File: src/rtl/winwdog_pkg.sv
package winwdog_pkg;
  typedef enum logic [2:0] {
    A_CFG    = 3'd0,
    A_WSTART = 3'd1,
    A_WEND   = 3'd2,
    A_KEY    = 3'd3,
    A_STAT   = 3'd4
  } reg_addr_e;

  localparam logic [7:0] KEY_ARM  = 8'h00;
  localparam logic [7:0] KEY_FIRE = 8'hFF;
endpackage

File: src/rtl/winwdog_presc.sv
module winwdog_presc #(
  parameter int SEL_W = 4
) (
  input  logic             clk,
  input  logic             rst,
  input  logic             ls_tick,
  input  logic [SEL_W-1:0] sel,
  output logic             cnt_tick
);
  localparam int PRE_W = (1 << SEL_W) - 1;

  logic [PRE_W-1:0] pc_q;
  logic [PRE_W:0]   lim_full;
  logic [PRE_W-1:0] lim;
  logic             unused_lim_top;

  always_comb begin
    lim_full = ({{PRE_W{1'b0}}, 1'b1} << sel) - 1'b1;
    lim      = lim_full[PRE_W-1:0];
  end
  assign unused_lim_top = lim_full[PRE_W];

  assign cnt_tick = ls_tick && (pc_q >= lim);

  always_ff @(posedge clk) begin
    if (rst) begin
      pc_q <= '0;
    end else if (ls_tick) begin
      if (pc_q >= lim) pc_q <= '0;
      else             pc_q <= pc_q + 1'b1;
    end
  end
endmodule

File: src/rtl/winwdog_key.sv
module winwdog_key #(
  parameter int CNT_W = 14
) (
  input  logic             clk,
  input  logic             rst,
  input  logic             key_wr,
  input  logic [7:0]       key_data,
  input  logic [CNT_W-1:0] cnt,
  input  logic             running,
  input  logic [CNT_W-1:0] wstart,
  input  logic [CNT_W-1:0] wend,
  output logic             refresh_ok,
  output logic             win_viol
);
  import winwdog_pkg::*;

  logic armed_q;
  logic fire;
  logic in_win;

  assign fire       = key_wr && (key_data == KEY_FIRE) && armed_q;
  assign in_win     = (cnt <= wstart) && (cnt > wend);
  assign win_viol   = fire && running && !in_win;
  assign refresh_ok = fire && !win_viol;

  always_ff @(posedge clk) begin
    if (rst)         armed_q <= 1'b0;
    else if (key_wr) armed_q <= (key_data == KEY_ARM);
  end
endmodule

File: src/rtl/winwdog_cnt.sv
module winwdog_cnt #(
  parameter int CNT_W  = 14,
  parameter int SYNC_N = 2
) (
  input  logic             clk,
  input  logic             rst,
  input  logic             tick,
  input  logic             refresh,
  output logic [CNT_W-1:0] cnt,
  output logic             running,
  output logic             reload,
  output logic             uflow
);
  logic [SYNC_N:0] pend_q;

  assign reload = tick && pend_q[SYNC_N];
  assign uflow  = tick && running && !reload && (cnt == '0);

  always_ff @(posedge clk) begin
    if (rst) pend_q[0] <= 1'b0;
    else     pend_q[0] <= refresh || (pend_q[0] && !reload);
  end

  for (genvar i = 1; i <= SYNC_N; i++) begin : g_sync
    always_ff @(posedge clk) begin
      if (rst || reload) pend_q[i] <= 1'b0;
      else               pend_q[i] <= pend_q[i-1];
    end
  end

  always_ff @(posedge clk) begin
    if (rst) begin
      cnt     <= '1;
      running <= 1'b0;
    end else if (reload) begin
      cnt     <= '1;
      running <= 1'b1;
    end else if (tick && running) begin
      cnt <= cnt - 1'b1;
    end
  end
endmodule

File: src/rtl/winwdog_regs.sv
module winwdog_regs #(
  parameter int CNT_W  = 14,
  parameter int SEL_W  = 4,
  parameter int DATA_W = 16
) (
  input  logic              clk,
  input  logic              rst,
  input  logic              bus_wr,
  input  logic              bus_rd,
  input  logic [2:0]        bus_addr,
  input  logic [DATA_W-1:0] bus_wdata,
  input  logic [CNT_W-1:0]  cnt,
  input  logic              running,
  input  logic              err_set,
  output logic [SEL_W-1:0]  sel,
  output logic [CNT_W-1:0]  wstart,
  output logic [CNT_W-1:0]  wend,
  output logic              key_wr,
  output logic [7:0]        key_data,
  output logic              err_flag,
  output logic [DATA_W-1:0] rdata
);
  import winwdog_pkg::*;

  localparam int PAD_W = DATA_W - CNT_W - 2;

  logic unused_wbit;
  logic clr_req;

  assign key_wr      = bus_wr && (bus_addr == A_KEY);
  assign key_data    = bus_wdata[7:0];
  assign clr_req     = bus_wr && (bus_addr == A_STAT) && bus_wdata[DATA_W-1];
  assign unused_wbit = bus_wdata[DATA_W-2];

  always_ff @(posedge clk) begin
    if (rst) begin
      sel    <= '0;
      wstart <= '1;
      wend   <= '0;
    end else if (bus_wr) begin
      case (bus_addr)
        A_CFG:    sel    <= bus_wdata[SEL_W-1:0];
        A_WSTART: wstart <= bus_wdata[CNT_W-1:0];
        A_WEND:   wend   <= bus_wdata[CNT_W-1:0];
        default:  ;
      endcase
    end
  end

  always_ff @(posedge clk) begin
    if (rst)          err_flag <= 1'b0;
    else if (err_set) err_flag <= 1'b1;
    else if (clr_req) err_flag <= 1'b0;
  end

  always_ff @(posedge clk) begin
    if (rst) begin
      rdata <= '0;
    end else if (bus_rd) begin
      case (bus_addr)
        A_CFG:    rdata <= {{(DATA_W-SEL_W){1'b0}}, sel};
        A_WSTART: rdata <= {{(DATA_W-CNT_W){1'b0}}, wstart};
        A_WEND:   rdata <= {{(DATA_W-CNT_W){1'b0}}, wend};
        A_STAT:   rdata <= {err_flag, running, {PAD_W{1'b0}}, cnt};
        default:  rdata <= '0;
      endcase
    end
  end
endmodule

File: src/rtl/winwdog_top.sv
module winwdog_top #(
  parameter int CNT_W  = 14,
  parameter int SEL_W  = 4,
  parameter int DATA_W = 16,
  parameter int SYNC_N = 2
) (
  input  logic              clk,
  input  logic              rst,
  input  logic              ls_tick,
  input  logic              bus_wr,
  input  logic              bus_rd,
  input  logic [2:0]        bus_addr,
  input  logic [DATA_W-1:0] bus_wdata,
  output logic [DATA_W-1:0] bus_rdata,
  output logic              err_flag,
  output logic              rst_req
);
  logic [SEL_W-1:0] sel;
  logic [CNT_W-1:0] wstart, wend, cnt_q;
  logic             key_wr, cnt_tick, running, reload, uflow;
  logic             refresh_ok, win_viol, err_set;
  logic [7:0]       key_data;

  assign err_set = win_viol || uflow;

  winwdog_regs #(.CNT_W(CNT_W), .SEL_W(SEL_W), .DATA_W(DATA_W)) u_regs (
    .clk(clk), .rst(rst), .bus_wr(bus_wr), .bus_rd(bus_rd),
    .bus_addr(bus_addr), .bus_wdata(bus_wdata), .cnt(cnt_q),
    .running(running), .err_set(err_set), .sel(sel), .wstart(wstart),
    .wend(wend), .key_wr(key_wr), .key_data(key_data),
    .err_flag(err_flag), .rdata(bus_rdata)
  );

  winwdog_presc #(.SEL_W(SEL_W)) u_presc (
    .clk(clk), .rst(rst), .ls_tick(ls_tick), .sel(sel), .cnt_tick(cnt_tick)
  );

  winwdog_key #(.CNT_W(CNT_W)) u_key (
    .clk(clk), .rst(rst), .key_wr(key_wr), .key_data(key_data),
    .cnt(cnt_q), .running(running), .wstart(wstart), .wend(wend),
    .refresh_ok(refresh_ok), .win_viol(win_viol)
  );

  winwdog_cnt #(.CNT_W(CNT_W), .SYNC_N(SYNC_N)) u_cnt (
    .clk(clk), .rst(rst), .tick(cnt_tick), .refresh(refresh_ok),
    .cnt(cnt_q), .running(running), .reload(reload), .uflow(uflow)
  );

  always_ff @(posedge clk) begin
    if (rst) rst_req <= 1'b0;
    else     rst_req <= err_set;
  end
endmodule

File: config.mk
export PLATFORM = sky130hd
export DESIGN_NAME = winwdog_top
export DESIGN_NICKNAME = d
export VERILOG_FILES = /design/src/rtl/winwdog_pkg.sv /design/src/rtl/winwdog_presc.sv /design/src/rtl/winwdog_key.sv /design/src/rtl/winwdog_cnt.sv /design/src/rtl/winwdog_regs.sv /design/src/rtl/winwdog_top.sv
export SDC_FILE = /design/constraint.sdc
export NUM_CORES = 1
export LEC_CHECK = 0
export ABC_AREA = 1
export BUFFER_PORTS_ARGS = -buffer_cell sky130_fd_sc_hd__buf_2
export CORE_MARGIN = 3
export CORE_UTILIZATION = 30
export DETAILED_ROUTE_END_ITERATION = 10
export PLACE_DENSITY = 0.48
export SYNTH_ARGS = -nofsm -noshare
export SYNTH_HDL_FRONTEND = slang
export SYNTH_HIERARCHICAL = 1
export SYNTH_SLANG_ARGS = --single-unit
export TNS_END_PERCENT = 5
File: constraint.sdc
create_clock -name clk -period 3.83 [get_ports clk]
set_clock_uncertainty 0.1 [all_clocks]
set_input_delay 0 -clock clk [delete_from_list [all_inputs] [get_ports clk]]
set_output_delay 0 -clock clk [all_outputs]
set_load 0.05 [all_outputs]
# Word level (Yosys, flattened, before mapping)

Cells that the tools add are included.

Flip-flop bits (word level): 84
Output and inout port bits: 18
Input bits: 24
Logic and storage cells: 58

Mux-type cells: 4
Equality and inequality tests: 5
Shift operators: 1
Reduce and logical (&&, ||, !) cells: 29
Add/subtract/negate cells: 3
$lt $le $gt $ge: 3

Operators by type and width:

| kind                    | count |
|---|---|
| $pmux W16 S4            | 1 |
| $add A15 B1 Y15 const B | 1 |
| $ge A15 B15 Y1          | 1 |
| $logic_and A1 B1 Y1     | 15 |
| $mux W15                | 1 |
| $shl A1 B4 Y15 const A  | 1 |
| $sub A15 B1 Y15 const B | 1 |
| $gt A14 B14 Y1          | 1 |
| $le A14 B14 Y1          | 1 |
| $logic_not A14 Y1       | 1 |
| $sub A14 B1 Y14 const B | 1 |
| $eq A8 B8 Y1 const B    | 1 |
| $logic_not A8 Y1        | 1 |
| $eq A3 B2 Y1 const B    | 2 |
| $reduce_and A2 Y1       | 3 |
| $eq A3 B1 Y1 const B    | 1 |
| $eq A3 B3 Y1 const B    | 1 |
| $logic_not A1 Y1        | 3 |
| $logic_not A3 Y1        | 1 |
| $logic_or A1 B1 Y1      | 3 |
| $mux W1                 | 2 |
| $reduce_bool A2 Y1      | 1 |
| $reduce_or A2 Y1        | 1 |

# Depth between registers and ports, before layout

Gate-level depths: netlist of the first run.

Depth in word-level cells: 10
Gate-level depth with buffers: 27
Depth with buffers taken out: 27

# Modules after synthesis

Netlist of the first run, hierarchy kept.

Modules (own cells, without submodules):

| module        | times used | sequential area each (µm²) | cells an instance | area an instance (µm²) |
|---|---|---|---|---|
| winwdog_regs  | 1          | 980.9                      | 303               | 2150.8 |
| winwdog_presc | 1          | 300.3                      | 191               | 1356.3 |
| winwdog_cnt   | 1          | 360.3                      | 121               | 914.6 |
| winwdog_key   | 1          | 20.0                       | 149               | 882.1 |
| winwdog_top   | 1          | 20.0                       | 4                 | 33.8 |

# Worst setup path before layout of the first run

Ideal clock, no wire load.

Path kind: register to register
Start point: register u_regs.sel[1]
End point: register u_regs.err_flag
Arrival time: 2.962 ns
Slack: 0.703 ns
Buffers on the path: 1
Setup time: 0.065 ns
Data required time: 3.665 ns
Clock period less this slack: 3.127 ns
Stages on the path, launching flop included: 28
Path through: dfxtp_1 buf_2 nor2_1 nand2_1 ha_1 inv_1 a21oi_1 nand2_1 xor2_1 ha_1 nand2_1 nor2_1 nand2_1 nor2_1 nor2_1 nand3_2 nand2_2 inv_1 nand2_4 nor2_4 nand2_4 nor2_8 nand3_2 nor2_1 nor2_2 inv_1 a21oi_1 nor2_1

Cells in the longest elaborated chain, start to end: 10
Elaborated cells between the ends (all ways): 12
Classes of those cells: 1 x add/sub; 1 x order compare; 1 x shift; 1 x mux; 8 x reduce/logical

RTL lines:

| item                                          | RTL line            | RTL |
|---|---|---|
| start, declared                               | winwdog_regs.sv:15  | `output logic [SEL_W-1:0] sel,` |
| start signal, assigned                        | winwdog_regs.sv:42  | `A_CFG: sel <= bus_wdata[SEL_W-1:0];` |
| $shl A1 B4 Y15 *                              | winwdog_presc.sv:18 | `lim_full = ({{PRE_W{1'b0}}, 1'b1} << sel) - 1'b1;` |
| $sub A15 B1 Y15 *                             | winwdog_presc.sv:18 |  |
| $ge A15 B15 Y1 *                              | winwdog_presc.sv:23 | `assign cnt_tick = ls_tick && (pc_q >= lim);` |
| $logic_and A1 B1 Y1 *                         | winwdog_presc.sv:23 |  |
| net cnt_tick                                  | winwdog_top.sv:20   | `logic key_wr, cnt_tick, running, reload, uflow;` |
| $logic_and A1 B1 Y1                           | winwdog_cnt.sv:16   | `assign reload = tick && pend_q[SYNC_N];` |
| $logic_not A1 Y1                              | winwdog_cnt.sv:17   | `assign uflow = tick && running && !reload && (cnt == '0);` |
| $logic_and A1 B1 Y1 * (2 in series)           | winwdog_cnt.sv:17   |  |
| net uflow                                     | winwdog_top.sv:20   |  |
| $logic_or A1 B1 Y1 *                          | winwdog_top.sv:24   | `assign err_set = win_viol \|\| uflow;` |
| net err_set                                   | winwdog_top.sv:21   | `logic refresh_ok, win_viol, err_set;` |
| $mux W1 or $reduce_bool A2 Y1 (tied branches) | n/a                 |  |
| end signal, assigned                          | winwdog_regs.sv:51  | `if (rst) err_flag <= 1'b0;` |
| end signal, assigned                          | winwdog_regs.sv:52  | `else if (err_set) err_flag <= 1'b1;` |
| end signal, assigned                          | winwdog_regs.sv:53  | `else if (clr_req) err_flag <= 1'b0;` |
| end, declared                                 | winwdog_regs.sv:20  | `output logic err_flag,` |

The timed path passes the listed nets; every way through them passes the cells marked *.
A chain may end at the register's enable or synchronous reset.

# Worst setup path in the final report of the first run

Same ends and word-level chain as after synthesis.

==> results of run 1 <==
per-layer routing:
layer  routed length (um)  global-route usage (%)
met1                 7763                   22.39
met2                 5747                   21.68
met3                  450                   2.337
met4                  192                   4.789
met5                    0                       0
worst max-delay path: stages (launching register included):
cell     delay, ns
dfxtp_2       0.44
nor2_1        0.09
nand2_1       0.10
ha_1          0.14
inv_1         0.06
a21oi_2       0.20
nand2_1       0.10
xor2_1        0.17
ha_1          0.30
nand2_1       0.07
nor2_1        0.14
nand2_1       0.07
nor2_1        0.10
nor2_1        0.05
nand3_2       0.07
nand2_2       0.07
inv_1         0.14
nand2_4       0.11
nor2_4        0.14
nand2_4       0.09
nor2_8        0.11
nand3_2       0.08
nor2_1        0.12
nor2_2        0.06
inv_1         0.12
a21oi_1       0.06
nor2_1        0.07
where the power goes:
group / total [mW] / switching [mW] / internal, mW
sequential: 0.916 / 0.0194 / 0.897
combinational: 0.308 / 0.204 / 0.104
clock: 0.807 / 0.357 / 0.450
total: 2.03 / 0.580 / 1.45
path summary, 6_finish.rpt:
path,start,end,slack [ns],cells past startpoint
worst min-delay path,bus_addr[0],u_regs/rdata[15],0.02,4
worst max-delay path,u_regs/sel[1],u_regs/err_flag,0.40,26
worst min register to register,u_cnt/pend_q[1],u_cnt/pend_q[2],0.31,2
worst max register to register,u_regs/sel[1],u_regs/err_flag,0.40,26
per-stage QoR:
stage	std cells	power, mW	setup slack [ns]
final	1040	2.032	0.3971
after global routing	1040	2.133	0.07963
after CTS	1040	2.060	0.1709
after detailed placement	1008	1.231	0.1971
after global placement	1008	1.229	0.2454
after floorplan	768	1.165	0.7028
logic make-up (layout without fill, tap and decap cells):
kind of cell | count (synthesis) | in the layout | synth area share, %
and+or+nand+nor | 408 | 408 | 35.61
buffers and inverters | 131 | 178 | 11.18
DFF | 84 | 84 | 31.50
AOI/OAI and AO/OA | 82 | 82 | 8.111
adders and majority gates | 46 | 46 | 10.78
xor gates and xnor gates | 16 | 16 | 2.626
muxes | 1 | 1 | 0.1875
synth_stat cells (all sizes together):
master | n | area [sq um]
nor4 | 4 | 25.02
nand3b | 1 | 7.510
xor2 | 13 | 113.9
nor3b | 1 | 12.51
nand4 | 8 | 50.05
o21ai | 37 | 185.2
dfxtp | 84 | 1682
or2 | 1 | 6.260
buf | 20 | 163.9
a21o | 1 | 7.510
nor3 | 8 | 78.83
a211oi | 1 | 7.510
ha | 46 | 575.6
nand3 | 75 | 412.9
clkbuf | 10 | 47.54
o21bai | 1 | 7.510
mux2i | 1 | 10.01
clkinv | 1 | 5.000
nor2 | 101 | 483.0
nand2 | 209 | 824.5
xnor2 | 3 | 26.28
a21oi | 42 | 225.2
inv | 100 | 380.4
sequential cells by signal (all words and copies together) (netlist names):
| signal | cells |
|---|---|
| u_cnt/cnt | 14 |
| u_regs/err_flag | 1 |
| u_regs/wstart | 14 |
| u_cnt/running | 1 |
| rst_req | 1 |
| u_regs/wend | 14 |
| u_regs/sel | 4 |
| u_key/armed_q | 1 |
| u_regs/rdata | 16 |
| u_presc/pc_q | 15 |
| u_cnt/pend_q | 3 |
area by class of cell:
| type | instances | share of cell area [%] |
|---|---|---|
| Multi-Input combinational cell | 553 | 50.33 |
| Inverter | 101 | 6.327 |
| Tap cell | 225 | 4.622 |
| Clock buffer | 10 | 3.924 |
| Clock inverter | 5 | 0.4725 |
| Sequential cell | 84 | 27.63 |
| Timing Repair Buffer | 62 | 6.697 |
timing repair:
| item | in CTS | in global routing |
|---|---|---|
| hold buffers | 17 | 0 |
| endpoints found under the setup margin | 0 | 2 |
| resized for setup | 0 | 3 |
| endpoints found under the hold margin | 48 | 0 |
| setup buffers | 0 | 0 |
==> flow_summary.ini, run 1 <==
[placement]
place_congestion = 0.8293
io_buffers = 40
dpl-instance-area_sq_um = 5645
place_hpwl_mm = 10.60

[setup_path]
crit_fanout = 11
crit_required_ns = 4.01
startpoint_type = flip-flop
endpoint_kind = flip-flop
crit_arrival_ns = 3.62
worstSetupPathType = flip-flop to flip-flop

[clocking]
clock_sinks = 84
cts_buffers = 9
clock_latency_ns = 0.34
clockBufferDepth = 2
cts_tree = done
clockRootBuffer = clkbuf_16
path_clk_slew_ns = 0.06
cts_max_level = 3

[synthesis]
syn_nets = 838
syn_area_per_cell_sq_um = 6.950
synth-seq-cells = 84
seq_area_frac_synth_pct = 31.50
yosysWarnings = 6
syn_area_sq_um = 5338
syn_inst = 768
yosysUniqueCellTypes = 40

[finish]
final_common_cell = nand2_1
final_util_pct = 35.09
final_cell_mix = 201 x nand2_1, 94 x inv_1, 83 x dfxtp_1
final_nets = 881
multiInputGateArea_sq_um = 3065
n_antenna_cell = 0
area_growth_pct = 14.11
register_area_sq_um = 1683
drive_gt1_share_pct = 14.60
fin_area_sq_um = 6091
fill_cells = 1860

[sta]
timing.slew.headroom_pct = 37.36
tightest_slew_ns = 0.9344
rsz0062_at_grt = false
period_share_pct = 89.63
setup_viol_count_final = 0
setup_tns_ns = 0
drv_slew = 0
fmax_ghz = 0.2913
hold_ws_ns = 0.01683
finalCriticalPeriod_ns = 3.433
hold_viol = 0

[power]
power.density_nw_per_um2 = 333.6
p_leak_nw = 2.962
ir_drop_mv = 0.1695

[run]
max_cap_viol_count = 0

[hold_path]
hold_class = input port to flip-flop

[global_route]
grt.total_usage_pct = 14.90
grt_pass1_vias = 4479
grt_pass1_wl_mm = 23.37
antenna_found_initial = 0
grt_overflow = 0
grt_max_degree = 24

[route]
wl_per_cell_um = 13.61
drtPass1Iterations = 5
vias = 4686
drt.antenna.violating_nets = 0
vias_per_cell = 4.506
drt_iter0_markers = 314
drc = 0
drt_wl_total_mm = 14.15

[floorplan]
die_y_um = 139.4
placementRows = 48
start_util_pct = 30.75
fp.dieArea_sq_um = 19430
ios = 42
die_x_um = 139.4
core_sq_um = 17360

[status]
status = finished, final reports clean
(Power assumes the default switching activity.)
==> inputs of run 2 (changes only) <==
--- a/config.mk
+++ b/config.mk
@@ -5,7 +5,6 @@
 export SDC_FILE = /design/constraint.sdc
 export NUM_CORES = 1
 export LEC_CHECK = 0
-export ABC_AREA = 1
 export BUFFER_PORTS_ARGS = -buffer_cell sky130_fd_sc_hd__buf_2
 export CORE_MARGIN = 3
 export CORE_UTILIZATION = 30
==> run 2 against run 1 <==
Sequential share of layout area fell by 0.31 points. Largest power group unchanged. Sequential cell count did not move. Final cell count fell by 15%.
==> flow_summary.ini, run 2 <==
[route]
dr_wl_met2_mm = 6.990
drt_wl_total_mm = 14.06
vias = 4535
wl_per_cell_um = 15.95
routed.top_layer = met4
drt_iter0_markers = 208
drt-met1-wl_mm = 6.206
drtPass1Iterations = 4
vias_per_cell = 5.142
drt.antenna.violating_nets = 0
met3_length_um = 581
drc = 0

[placement]
dp_cells = 850
io_buffers = 40
place_ws_ns = 0.1203
place_congestion = 0.8182
place_hpwl_mm = 10.27

[hold_path]
hold_class = input port to flip-flop
hp-start = bus_wr

[sta]
setup_viol_count_final = 0
drv_slew = 0
setup_tns_ns = 0
tightest_slew_ns = 1.150
fmax_ghz = 0.2720
setup_ws_ns = 0.1532
timing.slew.headroom_pct = 23.06
hold_viol = 0
finalCriticalPeriod_ns = 3.677
rsz0062_at_grt = true
period_share_pct = 96.00

[setup_path]
cp_num_buf_inv = 1
crit_slowest_cell = or3_4
crit_arrival_ns = 3.78
crit_path_start = u_regs/sel[0]
crit_required_ns = 3.93
endpoint_kind = flip-flop
crit_fanout = 9
worstSetupPathType = flip-flop to flip-flop
rr_startpoint = u_regs/sel[0]
cpLargestDelayFamily = simple AND/OR/NAND/NOR gates
startpoint_type = flip-flop
slowest_delay_ns = 0.41
crit_chain = or2_4 > or3_4 > ha_4 > nor3_2 > a21oi_1 > a2bb2oi_1 > ha_1 > and2_1 > a221o_1 > a21oi_4 > o21ai_2 > and2_4 > nand4bb_4 > nor3_2 > and4_1 > or2_1 > inv_1 > a21oi_1

[synthesis]
yosysMostFrequentCell = dfxtp_1
ys_top_cells_by_count = 84 x dfxtp_1, 72 x nand2_1, 47 x a21oi_1
seq_area_frac_synth_pct = 31.48
yosysWarnings = 6
yosysUniqueCellTypes = 65
yosysTopAreaCell = dfxtp_1
syn_area_sq_um = 5341
syn_inst = 615
yosysTopAreaCellShare_pct = 31.48
ys.flop_type = dfxtp_1
synth-seq-cells = 84
syn_nets = 685
syn_area_per_cell_sq_um = 8.685
async_reset_ff_share_pct = 0
synth_area_leaders = dfxtp_1 31%, ha_1 11%, nand2_1 5.1%
synth_enable_flop_cells = 0

[floorplan]
die_x_um = 139.4
ios = 42
core_sq_um = 17360
fp.dieArea_sq_um = 19440
start_util_pct = 30.77
placementRows = 48
die_y_um = 139.4

[power]
ir_drop_mv = 0.1977
switchingPower_uw = 531.6
combPwrFrac_pct = 14.5
p_leak_nw = 2.422
internal-power_mw = 1.457
seqPwrFrac_pct = 45.4
p_sw_share_pct = 26.74
p_total_mw = 1.988
pwr-share-clk_pct = 40.1
power.density_nw_per_um2 = 322.8

[clocking]
clock_latency_ns = 0.35
clock_sinks = 84
clockBufferDepth = 2
cts_max_level = 3
path_clk_slew_ns = 0.06
clockRootBuffer = clkbuf_16
cts_tree = done
cts_buffers = 9

[finish]
reg.largest.list = u_regs/rdata: 16 flops, u_presc/pc_q: 15 flops
drive_gt1_share_pct = 16.44
stdcell_count = 882
area_growth_pct = 15.32
final_nets = 723
n_antenna_cell = 0
final_common_cell = dfxtp_1
final_cell_mix = 83 x dfxtp_1, 72 x nand2_1, 47 x a21oi_1
top_register = u_regs/rdata
largest_register_ffs = 16

[global_route]
grt_overflow = 0
grt_max_degree = 41
antenna_found_initial = 0
grt_pass1_wl_mm = 23.21
grt.total_usage_pct = 14.67
grt_pass1_vias = 4549

[run]
max_cap_viol_count = 0

[status]
status = finished, final reports clean
==> run 2: worst min-delay path: cells and delay by family <==
family | cells | cell delay, ns
AOI/OAI and AO/OA | 2 | 0.30
buffers and inverters | 1 | 0.15
==> run 2: area by class of cell <==
class / instances / area, sq um
Fill cell: 1776 / 11200
Clock buffer: 14 / 254.0
Sequential cell: 84 / 1683
Tap cell: 225 / 281.5
Clock inverter: 1 / 8.758
Inverter: 40 / 150.1
Timing Repair Buffer: 69 / 457.9
Multi-Input combinational cell: 449 / 3324
==> run 2: per-layer routing <==
layer  vias to the layer above  track usage [%]
li1                       2281                -
met1                      2164            17.72
met2                        70            25.39
met3                        20            3.574
met4                         0            5.149
met5                         -                0
==> run 2: path summary, 6_finish.rpt <==
kind                      to  slack [ns]  depth (start not counted)
max          u_regs/err_flag        0.15                         18
min          u_regs/err_flag        0.05                          3
max reg2reg  u_regs/err_flag        0.15                         18
min reg2reg  u_cnt/pend_q[2]        0.34                          1
==> run 2: per-stage QoR <==
| step | hold WS, ns | util (%) | cell area (sq um) |
|---|---|---|---|
| global placement | 0.1184 | 32.94 | 5718 |
| global route | 0.04960 | 35.49 | 6160 |
| finish | 0.05429 | 35.49 | 6160 |
| floorplan | -0.03535 | - | 5436 |
| CTS | 0.02798 | 35.38 | 6141 |
| detailed placement | 0.1263 | 32.94 | 5718 |
==> run 2: cell families after synthesis <==
group	synth area share (%)
muxes	2.717
AOI/OAI and AO/OA	18.18
xor gates and xnor gates	2.459
adders and majority gates	10.78
buffers and inverters	7.800
DFF	31.48
and+or+nand+nor	26.59
==> run 2: power groups by stage <==
stage	Sequential (mW)	Combinational [mW]	Clock, mW
after floorplan	0.934	0.199	0
after global placement	0.922	0.269	0
after detailed placement	0.922	0.274	0
after CTS	0.903	0.288	0.826
after global routing	0.904	0.317	0.863
final	0.903	0.288	0.798
==> run 2: repair_timing <==
action / CTS / global route
endpoints found under the hold margin: 36 / 0
setup endpoints to repair: 0 / 7
buffers inserted: 0 / 1
hold buffers: 16 / 0
resized for setup: 0 / 3
==> inputs of run 3 (changes only) <==
--- a/config.mk
+++ b/config.mk
@@ -8,8 +8,11 @@
 export BUFFER_PORTS_ARGS = -buffer_cell sky130_fd_sc_hd__buf_2
 export CORE_MARGIN = 3
 export CORE_UTILIZATION = 30
+export CTS_BUF_LIST = sky130_fd_sc_hd__clkbuf_8
 export DETAILED_ROUTE_END_ITERATION = 10
 export PLACE_DENSITY = 0.48
+export SETUP_SLACK_MARGIN = 0.3
+export SKIP_LAST_GASP = 1
 export SYNTH_ARGS = -nofsm -noshare
 export SYNTH_HDL_FRONTEND = slang
 export SYNTH_HIERARCHICAL = 1
==> run 3 against run 2 <==
Maximum frequency grew 1.3%. Non-clock buffer count grew 13. Via count rose by 0.46%. Sequential share of layout area down 0.25 points. Critical path depth decreased by 1. Sequential power barely moved. Clock power shrank 23%. Sequential cell count unchanged. Total power decreased by 8.8%. Wire length decreased by 2.3%. Combinational power rose by 5%. Clock-buffer cell count fell by 4. Critical path type unchanged. Largest power group unchanged.
==> flow_summary.ini, run 3 (synthesized netlist as in run 2, its figures left out) <==
[finish]
reg.largest.list = u_regs/rdata: 16 flops, u_presc/pc_q: 15 flops
final_cell_mix = 82 x dfxtp_1, 72 x nand2_1, 46 x a21oi_1
area_growth_pct = 16.49
final_common_cell = dfxtp_1
drive_gt1_share_pct = 19.37
final_nets = 736
n_antenna_cell = 0
largest_register_ffs = 16
top_register = u_regs/rdata

[placement]
place_ws_ns = 0.1047
place_hpwl_mm = 10.10
place_congestion = 0.8725
io_buffers = 40

[sta]
rsz0062_at_grt = true
tightest_slew_ns = 1.197
fmax_ghz = 0.2755
setup_tns_ns = 0
timing.slew.headroom_pct = 19.68
finalCriticalPeriod_ns = 3.629
setup_ws_ns = 0.2007
drv_slew = 0
hold_viol = 0
period_share_pct = 94.76
setup_viol_count_final = 0

[setup_path]
path_common_cell = and2_4
crit_chain = or2_4 > or3_4 > ha_4 > nor3_2 > a21oi_1 > a2bb2oi_2 > ha_1 > and2_4 > a221o_1 > a21oi_4 > o21ai_2 > and2_4 > nand4bb_4 > nor3_4 > and4_1 > buf_4 > o21ba_2
endpoint_kind = flip-flop
crit_path_start = u_regs/sel[0]
rr_startpoint = u_regs/sel[0]
slowest_delay_ns = 0.41
worstSetupPathType = flip-flop to flip-flop
crit_required_ns = 4.00
crit_fanout = 7
crit_arrival_ns = 3.80
crit_slowest_cell = or3_4
startpoint_type = flip-flop

[floorplan]
die_y_um = 139.4
ios = 42
die_x_um = 139.4
placementRows = 48
fp.dieArea_sq_um = 19440
core_sq_um = 17360
start_util_pct = 30.77

[clocking]
cts_buffers = 9
cts_tree = done
clockBufferDepth = 2
clockRootBuffer = clkbuf_8
clock_latency_ns = 0.38
cts_max_level = 3
path_clk_slew_ns = 0.09
clock_sinks = 84

[hold_path]
hp-start = rst
hold_class = input port to flip-flop

[global_route]
grt_pass1_vias = 4504
grt_pass1_wl_mm = 23.03
antenna_found_initial = 0
grt_max_degree = 41
grt_overflow = 0
grt.total_usage_pct = 14.44

[route]
drt_iter0_markers = 261
vias_per_cell = 5.085
drt.antenna.violating_nets = 0
drt_wl_total_mm = 13.74
vias = 4556
drtPass1Iterations = 5
drc = 0
wl_per_cell_um = 15.34

[power]
power.density_nw_per_um2 = 291.5
p_leak_nw = 2.497
ir_drop_mv = 0.2078

[status]
status = finished, final reports clean

[run]
max_cap_viol_count = 0
[run 3: cell types whose count changed in the layout (fill, tap and decap cells not counted), moves of 2 or more]
| cell | before | now |
|---|---|---|
| clkbuf_8 | 1 | 10 |
| clkbuf_16 | 9 | 0 |
| clkbuf_1 | 4 | 0 |
| inv_6 | 0 | 2 |
| o21ai_0 | 15 | 13 |
| buf_4 | 13 | 23 |
| dlygate4sd3_1 | 16 | 18 |
[run 3: worst paths after layout]
check | endpoint | slack (ns) | cells after the start
min reg2reg | u_cnt/pend_q[2] | 0.33 | 1
max reg2reg | rst_req | 0.20 | 17
min | u_regs/sel[2] | 0.07 | 2
max | rst_req | 0.20 | 17
[run 3: repair_timing]
action / CTS / global route
hold buffers: 18 / 0
pin swaps: 4 / 11
endpoints found under the setup margin: 14 / 16
hold endpoints to repair: 37 / 0
buffers inserted: 6 / 7
gates resized for setup: 1 / 13
[run 3: report_power, final]
part / internal, mW / total (mW) / leakage, nW / switching (mW)
combinational: 0.123 / 0.301 / 1.72 / 0.178
clock: 0.259 / 0.611 / 0.0933 / 0.352
sequential: 0.889 / 0.902 / 0.681 / 0.0129
[run 3: layout make-up]
cell class | count | area (sq um)
Fill cell | 1832 | 11130
Multi-Input combinational cell | 449 | 3357
Sequential cell | 84 | 1684
Timing Repair Buffer | 82 | 564.3
Tap cell | 225 | 281.5
Inverter | 40 | 150.1
Clock buffer | 10 | 137.6
Clock inverter | 6 | 47.55
[run 3: metrics by stage]
stage,area (sq um),power [mW],util [%],hold slack [ns],instances
after global placement,5710,1.192,32.90,0.1156,849
after detailed placement,5710,1.196,32.90,0.1245,849
after CTS,6127,1.837,35.30,0.05320,889
after global routing,6222,1.905,35.85,0.08057,896
final,6222,1.814,35.85,0.06640,896
after floorplan,5436,1.133,-,-0.03535,615
[run 3: metal layers]
metal  wire, um  track usage [%]
met5          0                0
met2       6495            24.15
met1       6503            18.92
met3        549            2.921
met4        193            4.068
[run 3: critical path, delay by kind of cell, from the launching register on]
family,cells,cell delay (ns)
AOI/OAI and AO/OA,6,1.00
adders and majority gates,2,0.49
buffers and inverters,1,0.13
DFF,1,0.33
and+or+nand+nor,8,1.49
